## src/rtl/lwa_pkg.sv

```systemverilog
package lwa_pkg;
  typedef enum logic [1:0] {
    ST_SEARCH = 2'd0,
    ST_QUAL   = 2'd1,
    ST_LOCK   = 2'd2
  } lane_st_e;
endpackage

```

## src/rtl/lwa_shift_window.sv

```systemverilog
module lwa_shift_window #(
  parameter int WORD_W    = 8,
  parameter int NUM_WORDS = 3,
  localparam int WIN_W    = WORD_W * NUM_WORDS,
  localparam int FILL_W   = $clog2(NUM_WORDS + 1)
) (
  input  logic              clk_i,
  input  logic              rst_ni,
  input  logic              clr_i,
  input  logic              vld_i,
  input  logic [WORD_W-1:0] word_i,
  output logic [WIN_W-1:0]  win_o,
  output logic              full_o,
  output logic              par_o,
  output logic              new_o
);
  logic [WIN_W-1:0]  win_q;
  logic [FILL_W-1:0] fill_q;
  logic              par_q;
  logic              new_q;

  // newest word in the low bits; par_q is the index parity of that word
  always_ff @(posedge clk_i or negedge rst_ni) begin
    if (!rst_ni) begin
      win_q  <= '0;
      fill_q <= '0;
      par_q  <= 1'b1;
      new_q  <= 1'b0;
    end else if (clr_i) begin
      win_q  <= '0;
      fill_q <= '0;
      par_q  <= 1'b1;
      new_q  <= 1'b0;
    end else begin
      new_q <= vld_i;
      if (vld_i) begin
        win_q <= {win_q[WIN_W-WORD_W-1:0], word_i};
        par_q <= ~par_q;
        if (fill_q != FILL_W'(NUM_WORDS)) fill_q <= fill_q + FILL_W'(1);
      end
    end
  end

  assign win_o  = win_q;
  assign full_o = (fill_q == FILL_W'(NUM_WORDS));
  assign par_o  = par_q;
  assign new_o  = new_q;
endmodule

```

## src/rtl/lwa_pattern_match.sv

```systemverilog
module lwa_pattern_match #(
  parameter int WORD_W = 8,
  parameter int SAMP_W = 16,
  parameter int WIN_W  = 24,
  parameter int SH_W   = 3,
  parameter logic [SAMP_W-1:0] PATTERN = 16'hFF00
) (
  input  logic [WIN_W-1:0]         win_i,
  output logic [WORD_W*SAMP_W-1:0] cand_o,
  output logic [WORD_W-1:0]        hit_o,
  output logic [SH_W-1:0]          first_o,
  output logic                     any_o
);
  for (genvar s = 0; s < WORD_W; s++) begin : g_shift
    assign cand_o[s*SAMP_W +: SAMP_W] = win_i[WIN_W-1-s -: SAMP_W];
    assign hit_o[s] = (win_i[WIN_W-1-s -: SAMP_W] == PATTERN);
  end

  // lowest shift wins
  always_comb begin
    first_o = '0;
    for (int s = WORD_W - 1; s >= 0; s--) begin
      if (hit_o[s]) first_o = SH_W'(s);
    end
  end

  assign any_o = |hit_o;
endmodule

```

## src/rtl/lwa_lane_fsm.sv

```systemverilog
module lwa_lane_fsm
  import lwa_pkg::*;
#(
  parameter int WORD_W   = 8,
  parameter int SAMP_W   = 16,
  parameter int SH_W     = 3,
  parameter int LOCK_RUN = 8,
  parameter int LOSS_RUN = 4,
  localparam int RUN_W   = $clog2(LOCK_RUN + 1),
  localparam int MISS_W  = $clog2(LOSS_RUN + 1)
) (
  input  logic                     clk_i,
  input  logic                     rst_ni,
  input  logic                     realign_i,
  input  logic                     train_i,
  input  logic                     new_i,
  input  logic                     full_i,
  input  logic                     par_i,
  input  logic [WORD_W*SAMP_W-1:0] cand_i,
  input  logic [WORD_W-1:0]        hit_i,
  input  logic [SH_W-1:0]          first_i,
  input  logic                     any_i,
  output logic [SAMP_W-1:0]        sample_o,
  output logic                     sample_vld_o,
  output logic                     lock_o,
  output logic [SH_W:0]            offset_o
);
  lane_st_e          st_q;
  logic [SH_W-1:0]   ofs_s_q;
  logic              ofs_p_q;
  logic [RUN_W-1:0]  run_q;
  logic [MISS_W-1:0] miss_q;
  logic [SAMP_W-1:0] smp_q;
  logic              svld_q;

  logic              eval;
  logic              on_phase;
  logic              sel_hit;
  logic [SAMP_W-1:0] sel_cand;

  assign eval     = new_i & full_i;
  assign on_phase = (par_i == ofs_p_q);
  assign sel_hit  = hit_i[ofs_s_q];
  assign sel_cand = cand_i[ofs_s_q*SAMP_W +: SAMP_W];

  always_ff @(posedge clk_i or negedge rst_ni) begin
    if (!rst_ni) begin
      st_q    <= ST_SEARCH;
      ofs_s_q <= '0;
      ofs_p_q <= 1'b0;
      run_q   <= '0;
      miss_q  <= '0;
      smp_q   <= '0;
      svld_q  <= 1'b0;
    end else begin
      svld_q <= 1'b0;
      if (realign_i) begin
        st_q    <= ST_SEARCH;
        ofs_s_q <= '0;
        ofs_p_q <= 1'b0;
        run_q   <= '0;
        miss_q  <= '0;
      end else begin
        case (st_q)
          ST_SEARCH: begin
            if (eval && train_i && any_i) begin
              ofs_s_q <= first_i;
              ofs_p_q <= par_i;
              run_q   <= RUN_W'(1);
              st_q    <= ST_QUAL;
            end
          end
          ST_QUAL: begin
            if (!train_i) begin
              st_q  <= ST_SEARCH;
              run_q <= '0;
            end else if (eval && on_phase) begin
              if (sel_hit) begin
                if (run_q == RUN_W'(LOCK_RUN - 1)) begin
                  st_q   <= ST_LOCK;
                  miss_q <= '0;
                end else begin
                  run_q <= run_q + RUN_W'(1);
                end
              end else begin
                st_q  <= ST_SEARCH;
                run_q <= '0;
              end
            end
          end
          ST_LOCK: begin
            if (eval && on_phase) begin
              if (train_i) begin
                if (sel_hit) begin
                  miss_q <= '0;
                end else if (miss_q == MISS_W'(LOSS_RUN - 1)) begin
                  st_q   <= ST_SEARCH;
                  run_q  <= '0;
                  miss_q <= '0;
                end else begin
                  miss_q <= miss_q + MISS_W'(1);
                end
              end else begin
                smp_q  <= sel_cand;
                svld_q <= 1'b1;
                miss_q <= '0;
              end
            end
          end
          default: st_q <= ST_SEARCH;
        endcase
      end
    end
  end

  assign sample_o     = smp_q;
  assign sample_vld_o = svld_q;
  assign lock_o       = (st_q == ST_LOCK);
  assign offset_o     = {ofs_p_q, ofs_s_q};
endmodule

```

## src/rtl/lane_word_aligner.sv

```systemverilog
module lane_word_aligner #(
  parameter int NUM_LANES = 4,
  parameter int WORD_W    = 8,
  parameter logic [2*WORD_W-1:0] TRAIN_PAT = 16'hFF00,
  parameter int LOCK_RUN  = 8,
  parameter int LOSS_RUN  = 4,
  localparam int SAMP_W   = 2 * WORD_W,
  localparam int WIN_W    = 3 * WORD_W,
  localparam int SH_W     = $clog2(WORD_W),
  localparam int OFS_W    = SH_W + 1
) (
  input  logic                        clk_i,
  input  logic                        rst_ni,
  input  logic                        train_i,
  input  logic                        realign_i,
  input  logic [NUM_LANES-1:0]        word_valid_i,
  input  logic [NUM_LANES*WORD_W-1:0] word_i,
  output logic [NUM_LANES*SAMP_W-1:0] sample_o,
  output logic [NUM_LANES-1:0]        sample_vld_o,
  output logic [NUM_LANES-1:0]        lock_o,
  output logic [NUM_LANES*OFS_W-1:0]  offset_o
);
  for (genvar l = 0; l < NUM_LANES; l++) begin : g_lane
    logic [WIN_W-1:0]         win;
    logic                     full;
    logic                     par;
    logic                     nw;
    logic [WORD_W*SAMP_W-1:0] cand;
    logic [WORD_W-1:0]        hit;
    logic [SH_W-1:0]          first;
    logic                     any;

    lwa_shift_window #(
      .WORD_W   (WORD_W),
      .NUM_WORDS(3)
    ) win_i (
      .clk_i (clk_i),
      .rst_ni(rst_ni),
      .clr_i (realign_i),
      .vld_i (word_valid_i[l]),
      .word_i(word_i[l*WORD_W +: WORD_W]),
      .win_o (win),
      .full_o(full),
      .par_o (par),
      .new_o (nw)
    );

    lwa_pattern_match #(
      .WORD_W (WORD_W),
      .SAMP_W (SAMP_W),
      .WIN_W  (WIN_W),
      .SH_W   (SH_W),
      .PATTERN(TRAIN_PAT)
    ) match_i (
      .win_i  (win),
      .cand_o (cand),
      .hit_o  (hit),
      .first_o(first),
      .any_o  (any)
    );

    lwa_lane_fsm #(
      .WORD_W  (WORD_W),
      .SAMP_W  (SAMP_W),
      .SH_W    (SH_W),
      .LOCK_RUN(LOCK_RUN),
      .LOSS_RUN(LOSS_RUN)
    ) fsm_i (
      .clk_i       (clk_i),
      .rst_ni      (rst_ni),
      .realign_i   (realign_i),
      .train_i     (train_i),
      .new_i       (nw),
      .full_i      (full),
      .par_i       (par),
      .cand_i      (cand),
      .hit_i       (hit),
      .first_i     (first),
      .any_i       (any),
      .sample_o    (sample_o[l*SAMP_W +: SAMP_W]),
      .sample_vld_o(sample_vld_o[l]),
      .lock_o      (lock_o[l]),
      .offset_o    (offset_o[l*OFS_W +: OFS_W])
    );
  end
endmodule

```

## config.mk

```make
export PLATFORM = sky130hd
export DESIGN_NAME = lane_word_aligner
export DESIGN_NICKNAME = d
export VERILOG_FILES = /design/src/rtl/lwa_pkg.sv /design/src/rtl/lwa_shift_window.sv /design/src/rtl/lwa_pattern_match.sv /design/src/rtl/lwa_lane_fsm.sv /design/src/rtl/lane_word_aligner.sv
export SDC_FILE = /design/constraint.sdc
export NUM_CORES = 1
export LEC_CHECK = 0
export ABC_AREA = 1
export BUFFER_PORTS_ARGS = -buffer_cell sky130_fd_sc_hd__buf_4
export CAP_MARGIN = 20
export CORE_MARGIN = 2
export CORE_UTILIZATION = 45
export DETAILED_ROUTE_END_ITERATION = 7
export GPL_TIMING_DRIVEN = 0
export SLEW_MARGIN = 20
export SYNTH_ARGS = -nofsm -noshare
export SYNTH_HDL_FRONTEND = slang
export SYNTH_SLANG_ARGS = --single-unit
```

## constraint.sdc

```tcl
create_clock -name clk_i -period 4.1 [get_ports clk_i]
set_input_delay 1.23 -clock clk_i [delete_from_list [all_inputs] [get_ports clk_i]]
set_output_delay 1.23 -clock clk_i [all_outputs]
set_load 0.01 [all_outputs]
```

==> flow_summary.yaml <==
detailed_routing:
  drt-initial-drc-count: 1086
  wl_mm: 43.05
  wl_per_cell_um: 16.00
  avgViaCountPerCell: 5.419
  drc: 0
  detail-route-antenna-nets: 0
  dr_total_vias: 14580
  drt_first_pass_iters: 5
global_routing:
  gr-usage-all-layers_pct: 25.57
  grt_util_met1_pct: 35.33
  grt.met2_usage_pct: 42.03
  grt_antenna_before_repair: 0
  grt_pass1_wl_mm: 70.55
  grt_start_max_net_pins: 68
  grt_pass1_vias: 13760
  grt_overflow: 0
  groute.layer.met3.usage_pct: 3.675
  gr-max-usage-layer: "met2"
synthesis:
  syn-mean-instance-area_um2: 7.067
  simple_gate_fraction_of_synth_area_pct: 30.59
  yosysWarningCount: 0
  post_synth_edffs: 0
  synth.yosys.seq_area_share_pct: 39.72
  synthMuxAreaShare_pct: 1.394
  synth.top_cells.by_area: "sky130_fd_sc_hd__dfrtp_1, sky130_fd_sc_hd__nand2_1, sky130_fd_sc_hd__o21ai_0"
  synth_seq_cells: 232
  adder_cell_share_of_the_synthesized_area_pct: 2.053
  netlist_area_um2: 14630
  synthDistinctLibCells: 45
  postSynth.topFlopCell: "sky130_fd_sc_hd__dfrtp_1"
  ys_async_sr_fraction_pct: 100.0
  syn-num-nets: 2134
  post_synth_xor_area_fraction_pct: 0.3592
  synth_top_area_share_pct: 39.00
  synth_cells: 2070
  main_combinational_cell_family_by_area_after_synthesis: "simple AND/OR/NAND/NOR gates"
  synth_area_leader_cell: "sky130_fd_sc_hd__dfrtp_1"
  synth_compound_area_share_pct: 17.05
sta:
  fmax_mhz: 361.9
  worst_relative_slew_slack_pct: 41.58
  timing_worst_slew_pin_value_ns: 0.8671
  setup_viol_count_final: 0
  report.final.slew_viol_count: 0
  final-hold-violation-count: 0
  unrepaired_setup_endpoints_after_global_routing: "no"
  worst_clock_skew_ns: 0.02528
  worst_case_setup_margin_in_the_final_layout_ns: 1.337
  period_needed_ns: 2.763
  timing.setup.tns_ns: 0
  final_min_period_over_clock_period_pct: 67.39
floorplanning:
  starting_density_of_the_core_pct: 45.31
  placeableCoreArea_um2: 32290
  die_width_um: 184.3
  core.rowCount: 66
  die_outline_area_um2: 33970
  die_height_um: 184.3
  num_io_pins: 128
setup_path:
  count_of_cell_instances_traversed_by_the_critical_path: 4
  most_frequent_cell_on_the_critical_path: "sky130_fd_sc_hd__buf_4"
  cp.required_ns: 2.87
  path_buf_inv: 3
  list_of_cells_traversed_by_the_critical_path: "inv_1, ha_1, buf_4, buf_4"
  worstSetupEndpointType: "output pin"
  timing_worst_setup_path_type: "register to output pin"
  worst-r2r-cell-count: 8
  arrival_ns: 1.53
  critical_path.top_delay_family: "flip-flops"
  worstSetupStartpointType: "register"
  path_max_fanout: 3
  reg2reg_from: "g_lane[0].fsm_i.ofs_s_q[2]"
  max_stage_delay_ns: 0.37
  cp-startpoint: "g_lane[2].fsm_i.st_q[0]"
  cpMaxStageDelayCell: "sky130_fd_sc_hd__dfrtp_1"
clocking:
  cts.reportedPaths.clkPinSlew_ns: 0.06
  postCtsResizedCells: 0
  postCtsSetupBuffers: 0
  cts-hold-fix-buffers: 0
  cts_root_buf: "sky130_fd_sc_hd__clkbuf_16"
  clock_sinks: 232
  cts_buffers: 28
  clkLatencyLatePin_ns: 0.56
  ctsLongestPathBuffers: 3
  htree_num_levels: 1
  cts_tree: "built"
status:
  outcome: "finished, final reports clean"
finish:
  drive_gt1_share_pct: 13.17
  commonest_cells_after_routing_fill_and_taps_aside: "sky130_fd_sc_hd__nand2_1, sky130_fd_sc_hd__nor2_1, sky130_fd_sc_hd__o21ai_0"
  fin_nets: 2292
  num_antenna_cells: 0
  layout-area-overhead-vs-synth_pct: 17.21
  final_common_cell: "sky130_fd_sc_hd__nand2_1"
pwr:
  power-per-cell-area_nw_per_um2: 353.6
  total_leakage_power_uw: 0.007953
  ir_drop_uv: 356.4
placed_design:
  io_buffer_count: 125
  pre_cts_slack_ns: 0.9135
  hpwlAfterDp_mm: 32.82
  gpl.final_weighted_congestion: 0.9239
hold_path:
  hold_depth: 2
  worst_hold_startpoint: "g_lane[0].fsm_i.run_q[3]"
  path_type_of_the_worst_min_delay_path: "register to register"
flow_run:
  timing.max_cap.violations: 0
cells in the mapped netlist, types with 4 or more instances:
cell	instances
sky130_fd_sc_hd__or2_2	11
sky130_fd_sc_hd__o22ai_1	59
sky130_fd_sc_hd__buf_1	7
sky130_fd_sc_hd__nand4_1	53
sky130_fd_sc_hd__clkbuf_1	46
sky130_fd_sc_hd__nor4_1	5
sky130_fd_sc_hd__nor2_4	5
sky130_fd_sc_hd__nand3b_1	4
sky130_fd_sc_hd__dfstp_2	4
sky130_fd_sc_hd__dfrtp_1	228
sky130_fd_sc_hd__o211ai_1	34
sky130_fd_sc_hd__nor2_2	14
sky130_fd_sc_hd__mux2i_1	17
sky130_fd_sc_hd__o21ai_0	236
sky130_fd_sc_hd__buf_4	14
sky130_fd_sc_hd__a21oi_1	33
sky130_fd_sc_hd__nand2_1	504
sky130_fd_sc_hd__nor3_1	14
sky130_fd_sc_hd__inv_1	199
sky130_fd_sc_hd__o21a_1	7
sky130_fd_sc_hd__nor2_1	249
sky130_fd_sc_hd__a31oi_1	18
sky130_fd_sc_hd__ha_1	24
sky130_fd_sc_hd__a21oi_2	4
sky130_fd_sc_hd__nand3_1	161
sky130_fd_sc_hd__inv_2	14
sky130_fd_sc_hd__o21ai_1	7
sky130_fd_sc_hd__o22a_1	21
sky130_fd_sc_hd__buf_2	36
sky130_fd_sc_hd__nand2_2	10
per-stage QoR:
stage / util, % / hold slack, ns / std cells / cell area [µm²] / power (µW)
global placement: 49.93 / 0.4558 / 2637 / 16120 / 3552
floorplan: - / 0.4419 / 2070 / 14630 / 3227
global route: 53.10 / 0.5023 / 2690 / 17150 / 6372
CTS: 53.10 / 0.4762 / 2690 / 17150 / 6131
finish: 53.10 / 0.4720 / 2690 / 17150 / 6064
detailed placement: 50.21 / 0.4628 / 2640 / 16210 / 3575
worst min-delay path, stage by stage (launching register included):
cell and delay, ns:
sky130_fd_sc_hd__dfrtp_1 0.34, sky130_fd_sc_hd__nand2_1 0.05, sky130_fd_sc_hd__nand2_1 0.05
state kept, by name, summed over array words and instances (netlist names):
| name | flops |
|---|---|
| g_lane.win_i.win_o | 96 |
| g_lane.fsm_i.sample_o | 64 |
| g_lane.fsm_i.run_q | 16 |
| g_lane.fsm_i.miss_q | 12 |
| g_lane.fsm_i.ofs_s_q | 12 |
| g_lane.fsm_i.st_q | 8 |
| g_lane.win_i.fill_q | 8 |
| g_lane.fsm_i.ofs_p_q | 4 |
| g_lane.fsm_i.sample_vld_o | 4 |
| g_lane.win_i.new_o | 4 |
| g_lane.win_i.par_o | 4 |
final cells by class:
class,instances,area (µm²)
Inverter,215,807.0
Multi-Input combinational cell,1520,7527
Buffer,103,484.2
Clock buffer,43,837.1
Clock inverter,7,98.84
Sequential cell,232,5811
Timing Repair Buffer,128,1028
Fill cell,3248,15140
Tap cell,442,553.0
path summary, 6_finish.rpt:
check	end	slack [ns]
max	lock_o[2]	1.34
max in group asynchronous	g_lane[2].win_i.par_o	2.52
max reg2reg	g_lane[0].fsm_i.run_q[0]	1.96
min	g_lane[0].fsm_i.run_q[3]	0.47
min reg2reg	g_lane[0].fsm_i.run_q[3]	0.47
min in group asynchronous	g_lane[3].win_i.win_o[18]	0.57
where the power goes:
group | leakage [µW] | internal (µW) | switching (µW)
logic | 0.00436 | 340 | 643
clock network | 0.000458 | 1520 | 1000
registers | 0.00314 | 2430 | 128
total | 0.00795 | 4290 | 1770
metal layers:
layer  share of wire, %  routed length (µm)
met1                 47               20080
met2                 45               19580
met3                5.4                2316
met4                2.5                1082
met5                  0                   0
logic make-up after synthesis:
group	count (synthesis)
compound gates	431
xor+xnor	6
fa+ha+maj	24
buf+inv	318
flops	232
mux	20
simple gates	1039
(Power assumes the default switching activity.)
